**config.mk**
```make
export PLATFORM = sky130hd
export DESIGN_NAME = onewire_master
export DESIGN_NICKNAME = d
export VERILOG_FILES = /design/src/rtl/onewire_pkg.sv /design/src/rtl/onewire_sync.sv /design/src/rtl/onewire_timer.sv /design/src/rtl/onewire_shifter.sv /design/src/rtl/onewire_master.sv
export SDC_FILE = /design/constraint.sdc
export NUM_CORES = 1
export LEC_CHECK = 0
export BUFFER_PORTS_ARGS = -buffer_cell sky130_fd_sc_hd__buf_2
export CAP_MARGIN = 20
export CELL_PAD_IN_SITES_DETAIL_PLACEMENT = 1
export CELL_PAD_IN_SITES_GLOBAL_PLACEMENT = 1
export CORE_MARGIN = 2
export CORE_UTILIZATION = 42
export CTS_BUF_LIST = sky130_fd_sc_hd__clkbuf_4
export DETAILED_ROUTE_END_ITERATION = 8
export GPL_TIMING_DRIVEN = 0
export PLACE_DENSITY = 0.84
export SLEW_MARGIN = 15
export SYNTH_ARGS = -nofsm -noshare
export SYNTH_HDL_FRONTEND = slang
export SYNTH_SLANG_ARGS = --single-unit
export TNS_END_PERCENT = 100
```
**constraint.sdc**
```tcl
create_clock -name clk -period 5.4 [get_ports clk]
set_input_delay 1.08 -clock clk [delete_from_list [all_inputs] [get_ports clk]]
set_output_delay 1.08 -clock clk [all_outputs]
set_load 0.01 [all_outputs]
```
**src/rtl/onewire_pkg.sv**
```systemverilog
package onewire_pkg;

    localparam logic [1:0] OP_NOP   = 2'b00;
    localparam logic [1:0] OP_RESET = 2'b01;
    localparam logic [1:0] OP_WRITE = 2'b10;
    localparam logic [1:0] OP_READ  = 2'b11;

    // phase lengths in microseconds
    localparam int RST_LOW_US   = 500;
    localparam int PRES_WAIT_US = 60;
    localparam int RST_RECOV_US = 500;
    localparam int GAP_US       = 3;
    localparam int WR_LOW_US    = 3;
    localparam int RD_LOW_US    = 1;
    localparam int WR_HOLD_US   = 60;
    localparam int RD_WAIT_US   = 10;
    localparam int RD_TAIL_US   = 60;
    localparam int MAX_US       = 500;

    typedef enum logic [3:0] {
        ST_IDLE,
        ST_RST_LOW,
        ST_RST_WAIT,
        ST_RST_RECOV,
        ST_SLOT_GAP,
        ST_SLOT_LOW,
        ST_WR_HOLD,
        ST_RD_WAIT,
        ST_RD_TAIL
    } ow_state_e;

endpackage

```
**src/rtl/onewire_sync.sv**
```systemverilog
module onewire_sync #(
    parameter int STAGES = 2
) (
    input  logic clk,
    input  logic rst_n,
    input  logic d,
    output logic q
);
    logic [STAGES-1:0] chain;

    always_ff @(posedge clk) begin
        if (!rst_n) begin
            chain <= '1;
        end else begin
            chain <= {chain[STAGES-2:0], d};
        end
    end

    assign q = chain[STAGES-1];
endmodule

```
**src/rtl/onewire_timer.sv**
```systemverilog
module onewire_timer #(
    parameter int CNT_W = 16
) (
    input  logic             clk,
    input  logic             rst_n,
    input  logic             load,
    input  logic [CNT_W-1:0] load_val,
    output logic             expired
);
    logic [CNT_W-1:0] cnt;

    always_ff @(posedge clk) begin
        if (!rst_n) begin
            cnt <= '0;
        end else if (load) begin
            cnt <= load_val;
        end else if (cnt != '0) begin
            cnt <= cnt - 1'b1;
        end
    end

    assign expired = (cnt == '0);


    cnt_step_chk: assert property (@(posedge clk) disable iff (!rst_n)
        (!load && cnt != '0) |=> (cnt == $past(cnt) - 1'b1));
endmodule

```
**src/rtl/onewire_shifter.sv**
```systemverilog
module onewire_shifter #(
    parameter int W = 8
) (
    input  logic         clk,
    input  logic         rst_n,
    input  logic         load,
    input  logic [W-1:0] load_val,
    input  logic         shift,
    input  logic         sin,
    output logic [W-1:0] q
);
    always_ff @(posedge clk) begin
        if (!rst_n) begin
            q <= '0;
        end else if (load) begin
            q <= load_val;
        end else if (shift) begin
            q <= {sin, q[W-1:1]};
        end
    end
endmodule

```
**src/rtl/onewire_master.sv**
```systemverilog
module onewire_master
    import onewire_pkg::*;
#(
    parameter int CYC_PER_US  = 50,
    parameter int DATA_W      = 8,
    parameter int SYNC_STAGES = 2
) (
    input  logic              clk,
    input  logic              rst_n,
    input  logic              cmd_valid,
    input  logic [1:0]        cmd_op,
    input  logic [DATA_W-1:0] cmd_data,
    output logic              busy,
    output logic              done,
    output logic              presence,
    output logic [DATA_W-1:0] rx_data,
    output logic              ow_drive_low,
    input  logic              ow_in
);
    localparam int CNT_W = $clog2(MAX_US * CYC_PER_US + 1);
    localparam int BIT_W = $clog2(DATA_W);
    localparam logic [BIT_W-1:0] LAST_BIT = BIT_W'(DATA_W - 1);

    ow_state_e          state, nxt;
    logic               is_read;
    logic [BIT_W-1:0]   bit_cnt;
    logic               tm_load, tm_expired;
    logic [CNT_W-1:0]   tm_val;
    logic               line_s;
    logic               sh_load, sh_shift, sh_in;
    logic [DATA_W-1:0]  sh_q;
    logic               last_bit;
    logic               done_q;
    logic               pres_q;
    logic [DATA_W-1:0]  rx_q;

    function automatic logic [CNT_W-1:0] dur_cycles(ow_state_e s, logic rd);
        int us;
        unique case (s)
            ST_RST_LOW:   us = RST_LOW_US;
            ST_RST_WAIT:  us = PRES_WAIT_US;
            ST_RST_RECOV: us = RST_RECOV_US;
            ST_SLOT_GAP:  us = GAP_US;
            ST_SLOT_LOW:  us = rd ? RD_LOW_US : WR_LOW_US;
            ST_WR_HOLD:   us = WR_HOLD_US;
            ST_RD_WAIT:   us = RD_WAIT_US;
            ST_RD_TAIL:   us = RD_TAIL_US;
            default:      us = 0;
        endcase
        if (us == 0) begin
            return '0;
        end
        return CNT_W'(us * CYC_PER_US - 1);
    endfunction

    onewire_sync #(.STAGES(SYNC_STAGES)) u_sync (
        .clk   (clk),
        .rst_n (rst_n),
        .d     (ow_in),
        .q     (line_s)
    );

    onewire_timer #(.CNT_W(CNT_W)) u_timer (
        .clk      (clk),
        .rst_n    (rst_n),
        .load     (tm_load),
        .load_val (tm_val),
        .expired  (tm_expired)
    );

    onewire_shifter #(.W(DATA_W)) u_shift (
        .clk      (clk),
        .rst_n    (rst_n),
        .load     (sh_load),
        .load_val (cmd_op == OP_WRITE ? cmd_data : '0),
        .shift    (sh_shift),
        .sin      (sh_in),
        .q        (sh_q)
    );

    assign last_bit = (bit_cnt == LAST_BIT);

    // next-state logic
    always_comb begin
        nxt = state;
        unique case (state)
            ST_IDLE: begin
                if (cmd_valid) begin
                    unique case (cmd_op)
                        OP_RESET: nxt = ST_RST_LOW;
                        OP_WRITE: nxt = ST_SLOT_GAP;
                        OP_READ:  nxt = ST_SLOT_GAP;
                        default:  nxt = ST_IDLE;
                    endcase
                end
            end
            ST_RST_LOW:   if (tm_expired) nxt = ST_RST_WAIT;
            ST_RST_WAIT:  if (tm_expired) nxt = ST_RST_RECOV;
            ST_RST_RECOV: if (tm_expired) nxt = ST_IDLE;
            ST_SLOT_GAP:  if (tm_expired) nxt = ST_SLOT_LOW;
            ST_SLOT_LOW:  if (tm_expired) nxt = is_read ? ST_RD_WAIT : ST_WR_HOLD;
            ST_WR_HOLD:   if (tm_expired) nxt = last_bit ? ST_IDLE : ST_SLOT_GAP;
            ST_RD_WAIT:   if (tm_expired) nxt = ST_RD_TAIL;
            ST_RD_TAIL:   if (tm_expired) nxt = last_bit ? ST_IDLE : ST_SLOT_GAP;
            default:      nxt = ST_IDLE;
        endcase
    end

    // timer and shifter control
    always_comb begin
        tm_load  = (nxt != state);
        tm_val   = dur_cycles(nxt, (state == ST_IDLE) ? (cmd_op == OP_READ) : is_read);
        sh_load  = (state == ST_IDLE) && (nxt != ST_IDLE);
        sh_shift = tm_expired && ((state == ST_WR_HOLD) || (state == ST_RD_WAIT));
        sh_in    = (state == ST_RD_WAIT) ? line_s : 1'b0;
    end

    // state register
    always_ff @(posedge clk) begin
        if (!rst_n) begin
            state <= ST_IDLE;
        end else begin
            state <= nxt;
        end
    end

    // datapath registers
    always_ff @(posedge clk) begin
        if (!rst_n) begin
            is_read <= 1'b0;
            bit_cnt <= '0;
            done_q  <= 1'b0;
            pres_q  <= 1'b0;
            rx_q    <= '0;
        end else begin
            done_q <= (state != ST_IDLE) && (nxt == ST_IDLE);
            if (sh_load) begin
                is_read <= (cmd_op == OP_READ);
                bit_cnt <= '0;
            end
            if (tm_expired && ((state == ST_WR_HOLD) || (state == ST_RD_TAIL))) begin
                bit_cnt <= bit_cnt + 1'b1;
            end
            if (state == ST_RST_WAIT && tm_expired) begin
                pres_q <= ~line_s;
            end
            if (state == ST_RD_TAIL && tm_expired && last_bit) begin
                rx_q <= sh_q;
            end
        end
    end

    // outputs
    always_comb begin
        busy     = (state != ST_IDLE);
        done     = done_q;
        presence = pres_q;
        rx_data  = rx_q;
        unique case (state)
            ST_RST_LOW:  ow_drive_low = 1'b1;
            ST_SLOT_LOW: ow_drive_low = 1'b1;
            ST_WR_HOLD:  ow_drive_low = ~sh_q[0];
            default:     ow_drive_low = 1'b0;
        endcase
    end


    done_pulse_chk: assert property (@(posedge clk) disable iff (!rst_n)
        done |=> !done);

    done_idle_chk: assert property (@(posedge clk) disable iff (!rst_n)
        done |-> !busy);

    idle_hold_chk: assert property (@(posedge clk) disable iff (!rst_n)
        (state == ST_IDLE && !(cmd_valid && cmd_op != OP_NOP)) |=> (state == ST_IDLE));

    presence_upd_chk: assert property (@(posedge clk) disable iff (!rst_n)
        !$stable(presence) |-> ($past(state) == ST_RST_WAIT));

    rx_upd_chk: assert property (@(posedge clk) disable iff (!rst_n)
        !$stable(rx_data) |-> done);
endmodule

```
== Word-level counts from Yosys, hierarchy flattened ==
Index checks and enable logic that the tools add are counted.

* Register bits: 43
* Latch bits: 0
* RAM bits: 0
* Bits in read-only memories: 0
* Word-level logic and storage cells: 87
* Memories kept: 0

* $add $sub $neg: 3
* Multipliers: 1
* Div/mod/pow operators: 0
* Magnitude comparators: 0
* Equal/unequal tests: 21
* Shift operators: 0
* Mux-type cells: 27
* Bitwise logic cells: 2
* Reductions and logical operators: 24

{| class="wikitable"
|+ Operators with widths
! kind !! count
|-
| 15-bit 2-to-1 mux || 4
|-
| 9-bit case mux with 5 select lines || 1
|-
| 4-bit by 3-bit equality test with 1-bit output, second input constant || 8
|-
| 32-bit zero test || 1
|-
| 4-bit 2-to-1 mux || 8
|-
| 4-bit case mux with 8 select lines || 1
|-
| 8-bit 2-to-1 mux || 3
|-
| 4-bit by 2-bit equality test with 1-bit output, second input constant || 4
|-
| 15-bit zero test || 1
|-
| 15-bit nonzero test || 1
|-
| 15-bit by 1-bit subtractor with 15-bit output, second input constant || 1
|-
| 15-bit by 2-bit subtractor with 15-bit output, second input constant || 1
|-
| 9-bit by 5-bit multiplier with 14-bit output, second input constant || 1
|-
| 3-bit 2-to-1 mux || 3
|-
| 4-bit by 1-bit equality test with 1-bit output, second input constant || 2
|-
| 4-bit equality test, second input constant || 2
|-
| 4-bit zero test || 2
|-
| 4-bit nonzero test || 2
|-
| 2-bit OR reduction || 4
|-
| 1-bit logical AND || 7
|-
| 3-bit case mux with 2 select lines || 1
|-
| 2-bit nonzero test || 3
|-
| 2-bit equality test, second input constant || 2
|-
| 1-bit 2-to-1 mux || 4
|-
| 9 further kinds || 11
|}

== Longest topological paths before layout ==
Gate-level depths: netlist of the first run.

* Depth in word-level cells: 12
* Mapped depth: 25

== Cells and area by module ==
Synthesis of the first run repeated with hierarchy kept, for this count alone.

* Cell total of the unflattened synthesis: 401
* Area total of the unflattened synthesis: 3464.6 sq um

{| class="wikitable"
|+ Modules (own cells, without submodules)
! module !! times used !! cells an instance !! area an instance (sq um) !! seq. area each (sq um)
|-
| onewire_master || 1 || 261 || 2118.3 || 360.3
|-
| onewire_timer || 1 || 101 || 853.3 || 300.3
|-
| onewire_shifter || 1 || 35 || 440.4 || 160.2
|-
| onewire_sync || 1 || 4 || 52.6 || 40.0
|}

== Worst setup path after synthesis of the first run ==
Ideal clock, no wire load.

* Kind: in2reg
* From: input port cmd_valid
* To: register u_timer.cnt[14]
* Setup time: 0.060 ns
* Arrival time: 5.187 ns
* Required time: 5.340 ns
* Path slack: 0.153 ns
* Stages on the path: 22
* Path buffers: 1
* Path through: nand2_1 -> nor3_4 -> a31oi_1 -> and2_1 -> buf_6 -> or3_4 -> clkinv_4 -> a21oi_4 -> clkinv_4 -> ha_1 -> fa_1 -> inv_1 -> fa_1 -> inv_1 -> ha_1 -> a21o_1 -> a21oi_1 -> xor2_1 -> nand4_1 -> a31o_2 -> o221ai_1 -> and3_1

* Cells in the longest elaborated chain, start to end: 9

{| class="wikitable"
|+ Ends and longest elaborated chain
! item !! RTL line !! RTL
|-
| start: declaration || onewire_master.sv:10 || <nowiki>input logic cmd_valid,</nowiki>
|-
| 4-bit 2-to-1 mux (*) || onewire_master.sv:88 || <nowiki>if (cmd_valid) begin</nowiki>
|-
| 4-bit case mux with 8 select lines (*) || onewire_master.sv:86 || <nowiki>unique case (state)</nowiki>
|-
| 4-bit equality test, or another cell as far along || onewire_master.sv:39 || <nowiki>unique case (s)</nowiki>
|-
| 3-bit OR reduction (no source line) / 2-bit OR reduction (equally long branches) || -- ||
|-
| 9-bit case mux with 5 select lines || onewire_master.sv:39 ||
|-
| 9-bit by 5-bit multiplier with 14-bit output / 32-bit zero test (equally long branches) || onewire_master.sv:53, onewire_master.sv:50 ||
|-
| 15-bit by 2-bit subtractor with 15-bit output / 1-bit 2-to-1 mux (equally long branches) || onewire_master.sv:53, onewire_master.sv:50 ||
|-
| 15-bit 2-to-1 mux || onewire_master.sv:53 || <nowiki>return CNT_W'(us * CYC_PER_US - 1);</nowiki>
|-
| 15-bit 2-to-1 mux || onewire_timer.sv:15 || <nowiki>end else if (load) begin</nowiki>
|-
| end signal: assignment || onewire_timer.sv:16 || <nowiki>cnt <= load_val;</nowiki>
|-
| end signal: assignment || onewire_timer.sv:18 || <nowiki>cnt <= cnt - 1'b1;</nowiki>
|-
| end: declaration || onewire_timer.sv:10 || <nowiki>logic [CNT_W-1:0] cnt;</nowiki>
|}

Mark *: on every way between the ends. The rest lies on a longest branch, timed or not.
A chain may end at the register's enable or synchronous reset.

== Worst setup path after layout of the first run ==
* From: register state[0]
* To: register u_timer.cnt[14]

* Cells in the longest elaborated chain, start to end: 10

{| class="wikitable"
|+ Ends and longest elaborated chain
! item !! RTL line !! RTL
|-
| start: declaration || onewire_master.sv:24 || <nowiki>ow_state_e state, nxt;</nowiki>
|-
| start signal: assignment || onewire_master.sv:123 || <nowiki>state <= nxt;</nowiki>
|-
| 4-bit by 3-bit equality test with 1-bit output / 4-bit equality test (equally long branches) || onewire_master.sv:86 ||
|-
| 2-bit OR reduction (no source line) || -- ||
|-
| 4-bit case mux with 8 select lines || onewire_master.sv:86 ||
|-
| 4-bit equality test, or another cell as far along || onewire_master.sv:39 ||
|-
| 3-bit OR reduction (no source line) / 2-bit OR reduction (equally long branches) || -- ||
|-
| 9-bit case mux with 5 select lines || onewire_master.sv:39 ||
|-
| 9-bit by 5-bit multiplier with 14-bit output / 32-bit zero test (equally long branches) || onewire_master.sv:53, onewire_master.sv:50 ||
|-
| 15-bit by 2-bit subtractor with 15-bit output / 1-bit 2-to-1 mux (equally long branches) || onewire_master.sv:53, onewire_master.sv:50 ||
|-
| 15-bit 2-to-1 mux || onewire_master.sv:53 ||
|-
| 15-bit 2-to-1 mux || onewire_timer.sv:15 ||
|}

Several ways; a longest one is shown, not always the timed one.

==> summary.txt, run 1 <==
Final total power: 1750 uW
Synth area leader: dfxtp_1
NetSw: 800 uW
Grt ovf: 0
Detailed Place HPWL: 6700 um
Hold depth: 1
Final Max Slew Viols: 0
Synth Area per Inst: 8.36 um^2
CTS hold repair buffers: 0
Num CTS Buffers: 5
Slew @ Worst Pin: 1.10 ns
Final critical-path share of the clock period: 97.4%
Slew HR: 26.3%
CP Launch Type: register
Largest net degree at the start of global routing: 15
Post-synth EDFFs: 0
IO Pins: 26
Die H: 89.6 um
Clk pwr share: 12.6%
Residual DRC: 0
Area contributors post-synth: dfxtp_1 28%, ha_1 9.3%, nand2_1 4.9%
DR WL/cell: 17.9 um
Core footprint: 7180 um^2
CTS sink count: 43
Leakage: 0.00151 uW
Worst setup EP type: register
Clock tree from TritonCTS: yes
Combinational share of power: 61.9%
Row cnt: 31
Peak VDD IR: 166 uV
Reg2reg setup slack: 0.14 ns
Syn_nets: 409
Most common cell in the synthesized netlist: dfxtp_1
First-pass GRT wire length: 14300 um
Post-Syn Instances: 368
Worst reg-to-reg path cell count: 23
Hold endpoint: u_sync.chain[1]$_SDFF_PN1_
Yosys top cell area share: 28.0%
Vias in the first global route: 2958
Clock latency on the worst-skew pair: 0.39 ns
Hold Fails Final Rpt: 0
Fillers: 870
Post-route clock skew: 0.0119 ns
Diode count: 0
Final Util: 50.9%
PD cells: 478 nW/um^2
Area grow syn2layout: 18.7%
Vias: 2967
Die area: 8030 um^2
Worst EP arrival: 5.60 ns
Post-synth top cells: 43 x dfxtp_1, 40 x nand2_1, 23 x ha_1, 18 x nor2_1, 17 x a21oi_1
H-tree depth: 2
Reg2Reg Capture Point: u_timer.cnt[14]$_SDFFE_PN0P_
Via density: 5.76
Sequential Power Share: 25.5%
Post-Syn Area: 3080 um^2
Sequential fraction of the synthesis area: 28.0%
Post-route cell area: 3650 um^2
DRT antenna net count: 0
GPL Wtd Cong: 0.835
Net Sw Frac: 45.8%
Max Fclk: 190 MHz
WL final: 9210 um
Crit-path max FO: 10
Outcome: finished clean
RR Startpoint: state[0]$_SDFF_PN0_
Clock tree buffer depth: 2
Reg clk slew, reported paths: 0.13 ns
Max-Cap Viols: 0
Post-synthesis async set-or-reset flop share: 0%
Worst Path Required: 5.74 ns
Nets: 456
CP Class: register to register
Antenna violations before repair: 0
HP Start: u_sync.chain[0]$_SDFF_PN1_
Placed cell area: 3320 um^2
Minimum clock period: 5.26 ns
Die outline width: 89.6 um
Router iterations before antenna repair: 4
Flops & latches, synth: 43
All-Layer GR Usage: 23.3%
Unique cell type count in the Yosys netlist: 62
HP Class: register to register
Post-synth top flop: dfxtp_1
Initial core utilization: 42.9%
Clock root buffer: clkbuf_4
Int Power: 947 uW
IO buf count: 24
Worst hold slack: 0.425 ns
Final setup fails: 0
Layout cells sized above 1: 23.1%
Yosys warning count: 0
DRC marker count from the first detailed-route iteration: 196
critical path, cell delays in order, from the launching register on:
cell and delay (ns):
dfxtp_1 0.33, buf_6 0.14, or4_4 0.53, buf_6 0.16
nor3_4 0.16, a31oi_2 0.07, and2_1 0.19, buf_6 0.15
or3_4 0.44, inv_8 0.10, a21oi_4 0.04, buf_6 0.17
fa_1 0.54, inv_1 0.06, fa_1 0.50, inv_1 0.07
ha_4 0.26, a21o_1 0.17, a21oi_2 0.16, xor2_2 0.18
nand4_1 0.14, a31o_2 0.28, o221ai_2 0.17, and3_4 0.20
power groups by stage:
stage	registers, uW	logic, uW	clock network (uW)
after floorplan	428	709	0
after global placement	441	888	0
after detailed placement	447	925	0
after CTS	443	1010	219
after global routing	453	1190	232
final	446	1080	220
per-stage QoR:
stage,setup TNS [ns],setup slack (ns),instances
2_1_floorplan,0,0.153,368
3_3_place_gp,-2.93,-0.792,491
3_5_place_dp,-3.34,-0.843,491
4_1_cts,0,0.0299,507
5_1_grt,-0.126,-0.0590,515
6_report,0,0.140,515
per-layer routing:
layer	vias to the layer above	GRT usage (%)	part of all wire [%]
li1	1444	-	-
met1	1454	29.7	45
met2	56	40.5	50
met3	13	3.75	3.3
met4	0	6.78	1.6
met5	-	0	0
layout make-up:
type / count / area (um^2) / share of cell area [%]
flip-flops and latches: 43 / 862 / 23.6
well taps: 99 / 124 / 3.39
clock buffers: 5 / 37.5 / 1.03
clock inverters: 3 / 43.8 / 1.20
plain buffers: 18 / 104 / 2.84
multi-input cells: 289 / 2160 / 59.1
inverters: 18 / 80.1 / 2.19
repair buffers: 40 / 244 / 6.68
cell usage in the layout (no fill, tap or decap), types with 4 or more instances in the layout:
cell type,synthesis,routed
nand2b_1,8,8
a22oi_1,8,8
a21oi_1,17,15
clkbuf_4,0,5
or2_2,4,4
inv_1,16,14
a21boi_0,14,14
nand3_1,9,9
o21ai_0,13,12
o31ai_1,11,11
nor3_1,10,9
or3_1,4,4
xnor2_1,14,13
and3_1,7,6
clkbuf_1,10,9
buf_2,4,27
xor2_1,5,4
ha_1,23,20
nor2_1,18,18
nand2_1,40,40
nand4_1,5,5
dfxtp_1,43,42
buf_4,0,15
buf_6,3,5
a211oi_1,5,5
nor2b_1,4,4
a31oi_1,7,6
flip-flops by register name (all words and copies together) (netlist names):
| signal | cells |
|---|---|
| bit_cnt | 3 |
| done | 1 |
| is_read | 1 |
| presence | 1 |
| rx_data | 8 |
| state | 4 |
| u_shift.q | 8 |
| u_sync.chain | 2 |
| u_timer.cnt | 15 |
timing repair:
item	CTS	global route
setup buffers	8	8
gates resized for setup	15	14
pin swaps	4	7
setup endpoints to repair	5	5
logic make-up (layout without fill, tap and decap cells):
group | after synthesis | count (layout) | synth area share (%)
AND/OR/NAND/NOR | 129 | 129 | 22.1
adder cells (fa/ha/maj) | 27 | 27 | 12.0
XOR/XNOR | 19 | 19 | 5.41
buffers and inverters | 36 | 84 | 5.61
AO/OA/AOI/OAI | 112 | 112 | 26.3
multiplexers | 2 | 2 | 0.691
flip-flops | 43 | 43 | 28.0
worst max path at each step:
stage	endpoint	startpoint	cells after the start	slack, ns
final	u_timer.cnt[14]$_SDFFE_PN0P_	state[0]$_SDFF_PN0_	23	0.14
after global routing	u_timer.cnt[14]$_SDFFE_PN0P_	state[0]$_SDFF_PN0_	23	-0.06
after CTS	u_timer.cnt[14]$_SDFFE_PN0P_	state[0]$_SDFF_PN0_	22	0.03
after detailed placement	u_timer.cnt[10]$_SDFFE_PN0P_	u_timer.cnt[0]$_SDFFE_PN0P_	22	-0.84
after global placement	u_timer.cnt[10]$_SDFFE_PN0P_	u_timer.cnt[0]$_SDFFE_PN0P_	22	-0.79
after floorplan	u_timer.cnt[14]$_SDFFE_PN0P_	cmd_valid	22	0.15
(Power assumes the default switching activity.)
==> run 2: changes to the inputs <==
- BUFFER_PORTS_ARGS: -buffer_cell sky130_fd_sc_hd__buf_2 -> -buffer_cell sky130_fd_sc_hd__clkbuf_2
==> summary.txt, run 2 (synthesized netlist as in run 1, its figures left out) <==
All-Layer GR Usage: 23.4% (+0.11 points)
First-pass GRT wire length: 14400 um (+0.19%)
PD cells: 492 nW/um^2 (+3.0%)
Post-route clock skew: 0.0181 ns (+0.00620 ns)
Worst setup EP type: register
Slew HR: 25.8% (-0.44 points)
Most flop-heavy register: u_timer.cnt
Num CTS Buffers: 5 (unchanged)
Die H: 89.6 um (unchanged)
M1 wire length: 4050 um (-2.1%)
Clock tree from TritonCTS: yes
CP peak stage delay: 0.53 ns (about the same)
Row cnt: 31 (unchanged)
H-tree depth: 2 (unchanged)
Largest net degree at the start of global routing: 15 (unchanged)
IO buf count: 24 (unchanged)
CP bufs+invs: 7 (unchanged)
Detailed Place HPWL: 6670 um (-0.38%)
Vias in the first global route: 2943 (-0.51%)
Worst EP arrival: 5.56 ns (-0.04 ns)
Residual DRC: 0 (unchanged)
DRC marker count from the first detailed-route iteration: 158 (-19%)
Die outline width: 89.6 um (unchanged)
Commonest cells after routing, fill and taps aside: 42 x dfxtp_1, 40 x nand2_1, 25 x clkbuf_2
HP Class: register to register
Max-Cap Viols: 0 (unchanged)
Diode count: 0 (unchanged)
Hold Fails Final Rpt: 0 (unchanged)
Cell family with the largest share of critical-path delay: simple AND/OR/NAND/NOR gates
Router iterations before antenna repair: 4 (unchanged)
Clock latency on the worst-skew pair: 0.37 ns (-0.02 ns)
WL final: 9660 um (+5.0%)
GPL Wtd Cong: 0.850 (+1.8%)
Sequential cell area: 862 um^2 (unchanged)
Via density: 5.96 (+3.5%)
Hold depth: 1 (unchanged)
Final Max Slew Viols: 0 (unchanged)
Clock tree buffer depth: 2 (unchanged)
Slew @ Worst Pin: 1.10 ns (+0.00661 ns)
Nets: 454 (-0.44%)
Core footprint: 7180 um^2 (unchanged)
Outcome: finished clean
CP Class: register to register
CTS hold repair buffers: 0 (unchanged)
Most common cell after layout, fill and taps aside: dfxtp_1
Grt ovf: 0 (unchanged)
Clock root buffer: clkbuf_4
Vias: 3059 (+3.1%)
Cells along the critical path: buf_6 > or4_4 > buf_6 > nor3_4 > a31oi_2 > and2_1 > buf_6 > or3_4 > inv_8 > a21oi_4 > buf_6 > fa_1 > inv_1 > fa_1 > inv_1 > ha_4 > a21o_1 > a21oi_2 > xor2_2 > nand4_1 > a31o_2 > xnor2_1 > o32ai_1
CP Launch Type: register
RSZ-0062 raised after global routing: yes
Post-route insts no fill: 513 (-0.39%)
Initial core utilization: 42.9% (unchanged)
DR WL/cell: 18.8 um (+5.4%)
Die area: 8030 um^2 (unchanged)
Area of the multi-input gates: 2130 um^2 (-1.3%)
Final setup fails: 0 (unchanged)
Leakage: 0.00150 uW (-0.77%)
Max Fclk: 188 MHz (-1.2%)
DR top layer: met4
Worst Path Required: 5.64 ns (-0.10 ns)
Fillers: 875 (+0.57%)
Final Util: 50.7% (-0.26 points)
IO Pins: 26 (unchanged)
Crit-path max FO: 10 (unchanged)
Number of flip-flops in the largest register: 15 (unchanged)
DRT antenna net count: 0 (unchanged)
Number of cells on the critical path: 23 (unchanged)
Total Neg Setup Slack: 0 ns (unchanged)
Area grow syn2layout: 18.1%
Reg clk slew, reported paths: 0.13 ns (about the same)
Minimum clock period: 5.33 ns (+0.0662 ns)
Worst reg-to-reg path cell count: 23 (unchanged)
Peak VDD IR: 163 uV (-1.5%)
CTS sink count: 43 (unchanged)
Slowest cell on crit path: or4_4
Metal3 WL: 404 um (+34%)
Layout cells sized above 1: 22.0% (-1.1 points)
Critical Path Most Common Cell: buf_6
Final critical-path share of the clock period: 98.6% (+1.2 points)
Met2 wire length: 5050 um (+9.4%)
Dpl cells: 491 (unchanged)
Antenna violations before repair: 0 (unchanged)
[run 2: changes by cell type in the layout (fill, tap and decap cells not counted), moves of 2 or more]
| cell | before | now |
|---|---|---|
| clkbuf_2 | 2 | 25 |
| buf_4 | 15 | 13 |
| inv_2 | 2 | 0 |
| buf_2 | 27 | 4 |
| inv_1 | 14 | 16 |
[run 2: worst reg2reg max path: stages (launching register included)]
cell and delay, ns:
dfxtp_1 0.33, buf_6 0.13, or4_4 0.53, buf_6 0.16, nor3_4 0.16, a31oi_2 0.08
and2_1 0.20, buf_6 0.16, or3_4 0.43, inv_8 0.10, a21oi_4 0.05, buf_6 0.17
fa_1 0.53, inv_1 0.06, fa_1 0.52, inv_1 0.07, ha_4 0.27, a21o_1 0.19
a21oi_2 0.18, xor2_2 0.18, nand4_1 0.14, a31o_2 0.26, xnor2_1 0.18, o32ai_1 0.13
[run 2: where the power goes]
group	switching, uW	leakage, uW	internal (uW)
Combinational	632	0.00110	456
Sequential	63.1	0.000352	381
Clock	115	0.0000514	144
Total	810	0.00150	980
[run 2: final timing paths]
check	startpoint	endpoint	slack, ns
setup / recovery	state[0]$_SDFF_PN0_	u_timer.cnt[10]$_SDFFE_PN0P_	0.07
hold / removal	u_sync.chain[0]$_SDFF_PN1_	u_sync.chain[1]$_SDFF_PN1_	0.42
setup reg to reg	state[0]$_SDFF_PN0_	u_timer.cnt[10]$_SDFFE_PN0P_	0.07
hold reg to reg	u_sync.chain[0]$_SDFF_PN1_	u_sync.chain[1]$_SDFF_PN1_	0.42
[run 2: metal layers]
metal / vias to the layer above / GRT usage [%]
met1: 1524 / 28.1
li1: 1444 / -
met4: 0 / 6.51
met3: 15 / 2.93
met5: - / 0
met2: 76 / 43.6
[run 2: through the flow]
step	area [um^2]	hold WS [ns]	total power (uW)	worst slack, ns
floorplan	3080	0.386	1140	0.153
global placement	3320	0.389	1330	-0.784
detailed placement	3320	0.396	1370	-0.872
CTS	3560	0.427	1720	0.00350
global route	3640	0.454	1890	-0.0338
finish	3640	0.424	1790	0.0739
[run 2: final cells by class]
type	count	share of cell area [%]
buffer	18	2.86
multi-input combinational	289	58.6
sequential	43	23.7
clock inverter	3	1.86
clock buffer	5	1.03
timing repair buffer	38	6.30
tap	99	3.41
inverter	18	2.20
[run 2: timing repair]
item,CTS,global route
gates cloned,0,0
setup buffers,9,5
pin swaps,3,7
setup endpoints to repair,5,5
gates resized for setup,14,11
